File: src/rtl/pwb_pkg.sv
package pwb_pkg;

  localparam logic [3:0] CMD_MEM_WR  = 4'b0111;
  localparam logic [3:0] CMD_MEM_WRI = 4'b1111;

  typedef enum logic {
    WS_IDLE = 1'b0,
    WS_OPEN = 1'b1
  } wr_state_e;

  function automatic logic is_post_cmd(input logic [3:0] cmd);
    return (cmd == CMD_MEM_WR) || (cmd == CMD_MEM_WRI);
  endfunction

endpackage

File: src/rtl/pwb_fifo.sv
module pwb_fifo #(
  parameter int W     = 8,
  parameter int DEPTH = 4,
  localparam int PW   = (DEPTH > 1) ? $clog2(DEPTH) : 1,
  localparam int CW   = $clog2(DEPTH + 1)
) (
  input  logic          clk,
  input  logic          rst_n,
  input  logic          push,
  input  logic [W-1:0]  wdata,
  input  logic          pop,
  output logic [W-1:0]  rdata,
  output logic [CW-1:0] count,
  output logic          full
);

  logic [W-1:0]  mem [DEPTH];
  logic [PW-1:0] wr_ptr;
  logic [PW-1:0] rd_ptr;

  function automatic logic [PW-1:0] bump(input logic [PW-1:0] p);
    return (p == PW'(DEPTH - 1)) ? '0 : p + 1'b1;
  endfunction

  always_ff @(posedge clk) begin
    if (push) mem[wr_ptr] <= wdata;
  end

  always_ff @(posedge clk) begin
    if (!rst_n) begin
      wr_ptr <= '0;
      rd_ptr <= '0;
      count  <= '0;
    end else begin
      if (push) wr_ptr <= bump(wr_ptr);
      if (pop)  rd_ptr <= bump(rd_ptr);
      case ({push, pop})
        2'b10:   count <= count + 1'b1;
        2'b01:   count <= count - 1'b1;
        default: count <= count;
      endcase
    end
  end

  assign rdata = mem[rd_ptr];
  assign full  = (count == CW'(DEPTH));

endmodule

File: src/rtl/pwb_wr_ctl.sv
module pwb_wr_ctl
  import pwb_pkg::*;
#(
  parameter int AW         = 32,
  parameter int IDW        = 2,
  parameter int DQ_DEPTH   = 16,
  parameter int LINE_BYTES = 64,
  parameter int REG_WIN    = 0,
  localparam int CNTW      = $clog2(DQ_DEPTH + 1),
  localparam int LB        = $clog2(LINE_BYTES)
) (
  input  logic            clk,
  input  logic            rst_n,
  input  logic            bus_start,
  input  logic [3:0]      bus_cmd,
  input  logic [AW-1:0]   bus_addr,
  input  logic            win_hit,
  input  logic [IDW-1:0]  win_id,
  input  logic            bus_dvld,
  input  logic            bus_last,
  input  logic            aq_full,
  input  logic            dq_full,
  input  logic [CNTW-1:0] dq_count,
  input  logic            dq_pop,
  output logic            bus_retry,
  output logic            bus_disc,
  output logic            dq_push,
  output logic            aq_push,
  output logic [AW-1:0]   ent_addr,
  output logic [IDW-1:0]  ent_id,
  output logic [CNTW-1:0] ent_cnt,
  output logic            ev_open,
  output logic            ev_disc_full,
  output logic            ev_disc_line,
  output logic            ev_disc_reg
);

  wr_state_e       state;
  logic [AW-1:0]   cur_addr;
  logic [IDW-1:0]  cur_id;
  logic [CNTW-1:0] wcnt;

  logic            start_ok;
  logic            phase;
  logic            close;
  logic [CNTW:0]   dq_next;
  logic [AW-1:0]   ph_addr;

  function automatic logic [AW-1:0] phase_addr(input logic [AW-1:0] base,
                                               input logic [CNTW-1:0] idx);
    return base + (AW'(idx) << 2);
  endfunction

  function automatic logic at_line_end(input logic [AW-1:0] a);
    return &a[LB-1:2];
  endfunction

  assign start_ok  = bus_start && (state == WS_IDLE) && is_post_cmd(bus_cmd) && win_hit;
  assign bus_retry = start_ok && (aq_full || dq_full);

  assign phase   = (state == WS_OPEN) && bus_dvld;
  assign dq_push = phase;
  assign ph_addr = phase_addr(cur_addr, wcnt);
  assign dq_next = {1'b0, dq_count} + (CNTW+1)'(1) - (CNTW+1)'(dq_pop);

  assign ev_disc_full = phase && (dq_next == (CNTW+1)'(DQ_DEPTH));
  assign ev_disc_line = phase && at_line_end(ph_addr);
  assign ev_disc_reg  = phase && (cur_id == IDW'(REG_WIN));
  assign bus_disc     = ev_disc_full || ev_disc_line || ev_disc_reg;

  assign close    = phase && (bus_last || bus_disc);
  assign aq_push  = close;
  assign ent_addr = cur_addr;
  assign ent_id   = cur_id;
  assign ent_cnt  = wcnt + 1'b1;
  assign ev_open  = (state == WS_OPEN);

  always_ff @(posedge clk) begin
    if (!rst_n) begin
      state    <= WS_IDLE;
      cur_addr <= '0;
      cur_id   <= '0;
      wcnt     <= '0;
    end else begin
      case (state)
        WS_IDLE: begin
          if (start_ok && !bus_retry) begin
            state    <= WS_OPEN;
            cur_addr <= bus_addr;
            cur_id   <= win_id;
            wcnt     <= '0;
          end
        end
        WS_OPEN: begin
          if (close) begin
            state <= WS_IDLE;
            wcnt  <= '0;
          end else if (phase) begin
            wcnt <= wcnt + 1'b1;
          end
        end
        default: state <= WS_IDLE;
      endcase
    end
  end

endmodule

File: src/rtl/pwb_drain.sv
module pwb_drain #(
  parameter int AW       = 32,
  parameter int IDW      = 2,
  parameter int DW       = 32,
  parameter int DQ_DEPTH = 16,
  localparam int BEW     = DW / 8,
  localparam int CNTW    = $clog2(DQ_DEPTH + 1)
) (
  input  logic            clk,
  input  logic            rst_n,
  input  logic            aq_nonempty,
  input  logic [AW-1:0]   head_addr,
  input  logic [IDW-1:0]  head_id,
  input  logic [CNTW-1:0] head_cnt,
  input  logic [DW-1:0]   head_data,
  input  logic [BEW-1:0]  head_be,
  input  logic            drn_pop,
  output logic            drn_avail,
  output logic [AW-1:0]   drn_addr,
  output logic [IDW-1:0]  drn_id,
  output logic [CNTW-1:0] drn_cnt,
  output logic [DW-1:0]   drn_data,
  output logic [BEW-1:0]  drn_be,
  output logic [AW-1:0]   drn_waddr,
  output logic            drn_last,
  output logic            dq_pop,
  output logic            aq_pop
);

  logic [CNTW-1:0] consumed;
  logic            take;

  function automatic logic is_final(input logic [CNTW-1:0] done,
                                    input logic [CNTW-1:0] total);
    return (done + 1'b1) == total;
  endfunction

  function automatic logic [AW-1:0] word_addr(input logic [AW-1:0] base,
                                              input logic [CNTW-1:0] idx);
    return base + (AW'(idx) << 2);
  endfunction

  assign drn_avail = aq_nonempty;
  assign drn_addr  = head_addr;
  assign drn_id    = head_id;
  assign drn_cnt   = head_cnt;
  assign drn_data  = head_data;
  assign drn_be    = head_be;
  assign drn_waddr = word_addr(head_addr, consumed);
  assign drn_last  = is_final(consumed, head_cnt);

  assign take   = drn_pop && aq_nonempty;
  assign dq_pop = take;
  assign aq_pop = take && drn_last;

  always_ff @(posedge clk) begin
    if (!rst_n) begin
      consumed <= '0;
    end else if (aq_pop) begin
      consumed <= '0;
    end else if (take) begin
      consumed <= consumed + 1'b1;
    end
  end

endmodule

File: src/rtl/pci_wpost_buf.sv
module pci_wpost_buf #(
  parameter int AW         = 32,
  parameter int DW         = 32,
  parameter int IDW        = 2,
  parameter int AQ_DEPTH   = 4,
  parameter int DQ_DEPTH   = 16,
  parameter int LINE_BYTES = 64,
  parameter int REG_WIN    = 0,
  localparam int BEW       = DW / 8,
  localparam int CNTW      = $clog2(DQ_DEPTH + 1),
  localparam int AQCW      = $clog2(AQ_DEPTH + 1),
  localparam int AQW       = AW + IDW + CNTW,
  localparam int DQW       = DW + BEW
) (
  input  logic            clk,
  input  logic            rst_n,
  input  logic            bus_start,
  input  logic [3:0]      bus_cmd,
  input  logic [AW-1:0]   bus_addr,
  input  logic            win_hit,
  input  logic [IDW-1:0]  win_id,
  input  logic            bus_dvld,
  input  logic [DW-1:0]   bus_data,
  input  logic [BEW-1:0]  bus_be,
  input  logic            bus_last,
  output logic            bus_retry,
  output logic            bus_disc,
  output logic            drn_avail,
  output logic [AW-1:0]   drn_addr,
  output logic [IDW-1:0]  drn_id,
  output logic [CNTW-1:0] drn_cnt,
  output logic [DW-1:0]   drn_data,
  output logic [BEW-1:0]  drn_be,
  output logic [AW-1:0]   drn_waddr,
  output logic            drn_last,
  input  logic            drn_pop
);

  logic            aq_push, aq_pop, aq_full;
  logic [AQCW-1:0] aq_count;
  logic [AQW-1:0]  aq_wdata, aq_rdata;
  logic            dq_push, dq_pop, dq_full;
  logic [CNTW-1:0] dq_count;
  logic [DQW-1:0]  dq_rdata;
  logic [AW-1:0]   ent_addr;
  logic [IDW-1:0]  ent_id;
  logic [CNTW-1:0] ent_cnt;
  logic            ev_open, ev_disc_full, ev_disc_line, ev_disc_reg;

  pwb_wr_ctl #(
    .AW(AW), .IDW(IDW), .DQ_DEPTH(DQ_DEPTH),
    .LINE_BYTES(LINE_BYTES), .REG_WIN(REG_WIN)
  ) u_ctl (
    .clk(clk), .rst_n(rst_n),
    .bus_start(bus_start), .bus_cmd(bus_cmd), .bus_addr(bus_addr),
    .win_hit(win_hit), .win_id(win_id),
    .bus_dvld(bus_dvld), .bus_last(bus_last),
    .aq_full(aq_full), .dq_full(dq_full), .dq_count(dq_count), .dq_pop(dq_pop),
    .bus_retry(bus_retry), .bus_disc(bus_disc),
    .dq_push(dq_push), .aq_push(aq_push),
    .ent_addr(ent_addr), .ent_id(ent_id), .ent_cnt(ent_cnt),
    .ev_open(ev_open), .ev_disc_full(ev_disc_full),
    .ev_disc_line(ev_disc_line), .ev_disc_reg(ev_disc_reg)
  );

  assign aq_wdata = {ent_addr, ent_id, ent_cnt};

  pwb_fifo #(.W(AQW), .DEPTH(AQ_DEPTH)) u_aq (
    .clk(clk), .rst_n(rst_n),
    .push(aq_push), .wdata(aq_wdata), .pop(aq_pop),
    .rdata(aq_rdata), .count(aq_count), .full(aq_full)
  );

  pwb_fifo #(.W(DQW), .DEPTH(DQ_DEPTH)) u_dq (
    .clk(clk), .rst_n(rst_n),
    .push(dq_push), .wdata({bus_data, bus_be}), .pop(dq_pop),
    .rdata(dq_rdata), .count(dq_count), .full(dq_full)
  );

  pwb_drain #(.AW(AW), .IDW(IDW), .DW(DW), .DQ_DEPTH(DQ_DEPTH)) u_drn (
    .clk(clk), .rst_n(rst_n),
    .aq_nonempty(aq_count != '0),
    .head_addr(aq_rdata[AQW-1 -: AW]),
    .head_id(aq_rdata[CNTW +: IDW]),
    .head_cnt(aq_rdata[CNTW-1:0]),
    .head_data(dq_rdata[DQW-1 -: DW]),
    .head_be(dq_rdata[BEW-1:0]),
    .drn_pop(drn_pop),
    .drn_avail(drn_avail), .drn_addr(drn_addr), .drn_id(drn_id),
    .drn_cnt(drn_cnt), .drn_data(drn_data), .drn_be(drn_be),
    .drn_waddr(drn_waddr), .drn_last(drn_last),
    .dq_pop(dq_pop), .aq_pop(aq_pop)
  );

endmodule

File: config.mk
export PLATFORM = sky130hd
export DESIGN_NAME = pci_wpost_buf
export DESIGN_NICKNAME = d
export VERILOG_FILES = /design/src/rtl/pwb_pkg.sv /design/src/rtl/pwb_fifo.sv /design/src/rtl/pwb_wr_ctl.sv /design/src/rtl/pwb_drain.sv /design/src/rtl/pci_wpost_buf.sv
export SDC_FILE = /design/constraint.sdc
export NUM_CORES = 1
export LEC_CHECK = 0
export BUFFER_PORTS_ARGS = -buffer_cell sky130_fd_sc_hd__buf_2
export CORE_MARGIN = 2
export CORE_UTILIZATION = 45
export DETAILED_ROUTE_END_ITERATION = 8
export HOLD_SLACK_MARGIN = 0.12
export PLACE_DENSITY = 0.64
export SETUP_SLACK_MARGIN = 0.2
export SYNTH_ARGS = -nofsm -noshare
export SYNTH_HDL_FRONTEND = slang
export SYNTH_SLANG_ARGS = --single-unit
File: constraint.sdc
create_clock -name clk -period 5.3 [get_ports clk]
set_input_delay 0.795 -clock clk [delete_from_list [all_inputs] [get_ports clk]]
set_output_delay 0.795 -clock clk [all_outputs]
set_load 0.005 [all_outputs]
=== Word-level counts from Yosys, hierarchy flattened ===
Memories as Yosys holds them, arrays and structs flattened. A register that Yosys moved wholly into a read port is not among the register bits.
Cells that the tools add are included.

* Add/subtract/negate cells: 14
* Eq/ne operators: 16
* Muxes and demuxes: 21
* Bitwise logic cells: 2
* Reduce and logical (&&, ||, !) cells: 26

{| class="wikitable"
|+ Operators with widths
! kind !! number
|-
| $add A32 B7 Y32 || 1
|-
| $pmux W5 S2 || 2
|-
| $mux W4 || 4
|-
| $add A5 B1 Y5 const B || 3
|-
| $mux W5 || 3
|-
| $eq A4 B4 Y1 const B || 3
|-
| $logic_and A1 B1 Y1 || 12
|-
| $add A4 B1 Y4 const B || 2
|-
| $eq A2 B2 Y1 const B || 4
|-
| $mux W2 || 4
|-
| $add A5 B1 Y6 const B || 1
|-
| $add A6 B6 Y6 || 1
|-
| $eq A6 B5 Y1 const B || 1
|-
| $mux W1 || 6
|-
| $pmux W3 S2 || 1
|-
| $sub A6 B1 Y6 || 1
|-
| $eq A5 B5 Y1 || 1
|-
| $eq A5 B5 Y1 const B || 1
|-
| $logic_or A1 B1 Y1 || 5
|-
| $sub A5 B1 Y5 const B || 1
|-
| $add A2 B1 Y2 const B || 2
|-
| $eq A2 B1 Y1 const B || 2
|-
| $eq A4 B3 Y1 const B || 1
|-
| $reduce_and A2 Y1 || 2
|-
| 13 further kinds || 15
|}

* Flip-flop bits (word level): 65
* Bits in writable memories: 732
* Input bits: 81
* Output and inout bits: 111
* Word-level logic and storage cells: 92
* Memories: 2

{| class="wikitable"
|+ Memory list
! name !! words !! bits a word !! read ports !! clocked after memory_dff !! wr ports !! line !! text
|-
| u_dq.mem || 16 || 36 || 1 || 1 || 1 || pwb_fifo.sv:17 || <nowiki>logic [W-1:0] mem [DEPTH];</nowiki>
|-
| u_aq.mem || 4 || 39 || 1 || 1 || 1 || pwb_fifo.sv:17 ||
|}

=== Longest topological paths before layout ===
* Word-level depth: 11
* Mapped depth: 18
* Depth with buffers taken out: 17

=== Modules after synthesis ===
A second synthesis with hierarchy kept.

* Cell total of the unflattened synthesis: 1691
* Area, all modules: 32289.7 um^2

{| class="wikitable"
|+ By module, submodules not included
! module !! times used !! cells an instance !! area each (um^2) !! seq. area each (um^2)
|-
| pwb_fifo at u_dq || 1 || 993 || 22480.3 || 17636.9
|-
| pwb_fifo at u_aq || 1 || 249 || 6074.6 || 4864.7
|-
| pwb_wr_ctl || 1 || 220 || 2045.7 || 800.8
|-
| pwb_drain || 1 || 228 || 1682.9 || 100.1
|-
| pci_wpost_buf || 1 || 1 || 6.3 || 0.0
|}

=== Worst setup path after synthesis ===
OpenSTA, ideal clock, no wires.

* Path kind: input to register
* Start: input port bus_dvld
* End: memory u_dq.mem[3][0] (netlist name) (enable)
* Library setup time: 0.474 ns
* Arrival: 3.903 ns
* Required time: 4.826 ns
* Path slack: 0.923 ns
* Cell stages on the path: 4
* Path buffers: 1
* Path through: and2_1 > clkbuf_1 > nand2_1 > nor3_1

* Longest elaborated chain between the ends: 3

{| class="wikitable"
|+ Ends and longest elaborated chain
! what !! line !! text
|-
| from (decl) || pci_wpost_buf.sv:22 || <nowiki>input logic bus_dvld,</nowiki>
|-
| $logic_and A1 B1 Y1 || pwb_wr_ctl.sv:61 || <nowiki>assign phase = (state == WS_OPEN) && bus_dvld;</nowiki>
|-
| $mux W1 || pwb_fifo.sv:26 || <nowiki>if (push) mem[wr_ptr] <= wdata;</nowiki>
|-
| $mux W1 (not written as such) || pwb_fifo.sv:26 ||
|-
| to (decl) || pwb_fifo.sv:17 ||
|}

Every way passes these cells.

==> impl_metrics.yaml <==
critical_path:
  timing.critical_path.slowest_cell_delay_ns: 0.69
  reg2reg_from: "u_aq.count[0]"
  reg2reg_slack_ns: 1.15
  cpMostUsedCell: "nand4_1"
  worst_ep_required_time_ns: 4.51
  worst-path-max-fanout: 15
  worst_path_max_delay_cell: "dfxtp_2"
  rr_worst_depth: 17
  cp_data_arrival_time_ns: 3.82
  worst_setup_path_end_kind: "output pin"
  setup_cp_type: "reg -> out"
  rr_endpoint: "u_aq.count[2]"
  cp_cell_sequence: "mux4_2 -> ha_1 -> a21o_1 -> nand4_1 -> a211oi_2 -> nand4_1 -> xnor2_1 -> buf_2"
  setup.worst_path.start_class: "register"
synthesis:
  postSynthCellCount: 1534
  yosysWarnings: 0
  number_of_enable_flip_flop_cells_after_synthesis: 732
  ys_ff_latch: 803
  synth_compound_area_share_pct: 1.59
  async_reset_ff_share_pct: 0
  netlist_area_mm2: 0.0314
  synthDistinctLibCells: 50
  synth_xor_area_share_pct: 1.49
  muxShareOfSynthArea_pct: 16.0
  synth_simple_gate_area_share_pct: 3.56
  synth-seq-area-share_pct: 74.5
  combinational_family_with_the_most_area_after_synthesis: "multiplexers"
  post_synth.cell_area_avg_um2: 20.5
  synth_top_flop_cell: "edfxtp_1"
  synthAdderAreaFrac_pct: 1.57
  synthesis.nets: 1652
worst_hold_path:
  hold-path-endpoint: "u_ctl.ent_addr[18]"
  worstHoldPathCells: 3
  hold_path_class: "in -> reg"
  hold_start: "bus_addr[18]"
global_route:
  grt_first_pass_wirelength_mm: 101
  gr-total-overflow: 0
  maximum_number_of_pins_on_one_net_before_global_route_repair: 59
  groute.usage.overall_pct: 19.2
  first_global_vias: 16000
  initial_antenna_violation_count: 5
floorplan:
  die_width_um: 268
  placementRows: 96
  die_area_mm2: 0.0719
  initial_core_util_pct: 45.6
  core_area_mm2: 0.0688
  io_pins: 192
  die_height_um: 268
timing:
  fmax_mhz: 217
  layout_worst_path_cycle_share_pct: 87.1
  finalSetupViolations: 0
  hold_viol: 0
  min_period_ns: 4.61
  skew_ns: 0.0305
  final.setup.tns_ns: 0
  timing_max_transition_violations_final: 0
  worst_pin_slew_ns: 1.14
  rsz0062_at_grt: "no"
  relSlewSlack_pct: 23.7
cells_and_area:
  share_of_final_layout_standard_cells_stronger_than_drive_strength_1_pct: 32.2
  area_delta_synth_final_pct: 16.1
  final_util_pct: 53.0
  num-nets-final: 1896
clocking:
  cts_tree: "yes"
  worst_skew_pair_latency_ns: 0.65
  postcts_setup_bufs: 0
  number_of_clock_buffers_inserted_by_tritoncts: 82
  maximum_buffer_depth_of_the_clock_tree: 3
  cts_hold_buf: 0
  cts_sinks: 803
  clock-root-buffer: "clkbuf_16"
  clkTransAtPathRegs_ns: 0.06
  depth_of_the_cts_h_tree: 3
routing:
  routed_wirelength_mm: 68.5
  final_antenna_violating_net_count: 0
  vias: 15500
  drt_iter0_markers: 1224
  detail_route.drc_violations: 0
  routed_wire_length_per_instance_um: 24.7
  viasPerCell: 5.60
  drt_pass1_iterations: 4
run:
  drv_cap: 0
placement:
  count_of_port_buffers_added_during_placement: 190
  place_congestion: 0.788
  detailedPlacementHpwl_mm: 38.8
pwr:
  ir_worst_vdd_uv: 221
  cellLeakagePower_nw: 11.9
  power.density_mw_per_mm2: 349
run_status:
  run_status: "completed"
## where the power goes
part	switching [W]	leakage (nW)	total, W	internal, W
registers	0.0000112	7.33	0.00690	0.00689
logic	0.000121	3.30	0.000194	0.0000734
clock network	0.00240	1.28	0.00563	0.00324
## metal layers
metal	global-route usage (%)	vias to the layer above	share of wire, %
met5	0	-	0.051
met4	5.33	6	1.5
met3	3.25	72	5.4
met2	31.6	426	50
met1	26.6	8259	43
li1	-	6752	-
## state kept, by name, indices dropped and copies added, names as in the netlist, named ones only
signal and count:
u_aq.count 3, u_aq.mem 156, u_aq.rd_ptr 2, u_aq.wr_ptr 2
u_ctl.ent_addr 32, u_ctl.ent_id 2, u_ctl.ev_open 1, u_ctl.wcnt 5
u_dq.count 5, u_dq.mem 576, u_dq.rd_ptr 4, u_dq.wr_ptr 4
u_drn.consumed 5
## through the flow
step	power, W	hold slack (ns)	instances	worst slack, ns	cell area (µm²)
2_1_floorplan	0.00712	0.454	1534	0.923	31400
3_3_place_gp	0.00722	0.470	2625	1.12	33800
3_5_place_dp	0.00723	0.474	2625	1.04	33800
4_1_cts	0.0129	0.366	2769	0.391	36500
5_1_grt	0.0131	0.388	2771	0.396	36500
6_report	0.0127	0.400	2772	0.686	36500
## worst max path at each step
stage / start / to / slack (ns) / depth (start not counted)
floorplan: bus_dvld / u_dq.mem[3][0] / 0.92 / 4
global placement: drn_pop / u_aq.count[2] / 1.12 / 17
detailed placement: drn_pop / u_aq.count[2] / 1.04 / 17
CTS: register / drn_waddr[31] / 0.39 / 8
global route: register / drn_waddr[30] / 0.40 / 10
finish: register / drn_waddr[29] / 0.69 / 8
## cell type report
| class | instances | area, µm² |
|---|---|---|
| repair buffers | 231 | 1410 |
| well taps | 931 | 1160 |
| clock inverters | 43 | 485 |
| clock buffers | 101 | 2170 |
| multi-input cells | 635 | 7730 |
| fillers | 5365 | 32300 |
| diodes | 3 | 7.51 |
| inverters | 25 | 93.8 |
| flip-flops and latches | 803 | 23400 |
## cell usage in the layout, fill, tap and decap left out, drive strengths merged, types with 3 or more instances in the layout
cell / n
or3: 9
nand4: 7
xnor2: 28
and3: 8
nor4: 3
nand2: 103
edfxtp: 732
nand3: 25
bufinv: 6
xor2: 22
a211oi: 4
clkinv: 35
nor2b: 3
inv: 24
buf: 231
ha: 33
nor2: 38
o21ai: 9
a21o: 4
mux2i: 6
dfxtp: 71
and2: 9
o31a: 3
nor3: 18
mux4: 219
fa: 4
clkinvlp: 3
and4: 4
a21oi: 57
diode: 3
clkbuf: 101
## synth_stat cells, drive strengths merged (6+ instances only)
master  instances  area (µm²)
or3             9        56.3
ha             33         413
nand4           7        43.8
nand3          25         125
nor3           18        90.1
inv            23        86.3
o21ai           9        45.0
mux4          219        4970
buf            26         141
and3            8        50.1
mux2i           6        60.1
and2            9        56.3
dfxtp          71        1420
nand2         103         387
xor2           22         193
clkbuf         45         169
xnor2          28         253
edfxtp        732       22000
a21oi          57         285
nor2           38         143
## worst max-delay path, delay by kind of cell, from the launching register on
family / cells / cell delay [ns]
muxes: 1 / 0.63
adders and majority gates: 1 / 0.31
xor gates and xnor gates: 1 / 0.22
DFF: 1 / 0.69
AOI/OAI and AO/OA: 2 / 0.80
buffers and inverters: 1 / 0.15
and+or+nand+nor: 2 / 0.37
## kinds of logic (layout without fill, tap and decap cells)
group                    count (synthesis)  in the layout
AO/OA/AOI/OAI                           85             85
XOR/XNOR                                51             51
adder cells (fa/ha/maj)                 37             37
buffers and inverters                   96            400
flip-flops                             803            803
multiplexers                           225            225
other                                    0              3
AND/OR/NAND/NOR                        237            237
## timing repair
action / in CTS / in global routing
endpoints found under the hold margin: 0 / 0
endpoints found under the setup margin: 0 / 3
resized for setup: 0 / 1
No activity file was read; power rests on OpenSTA's default activity.
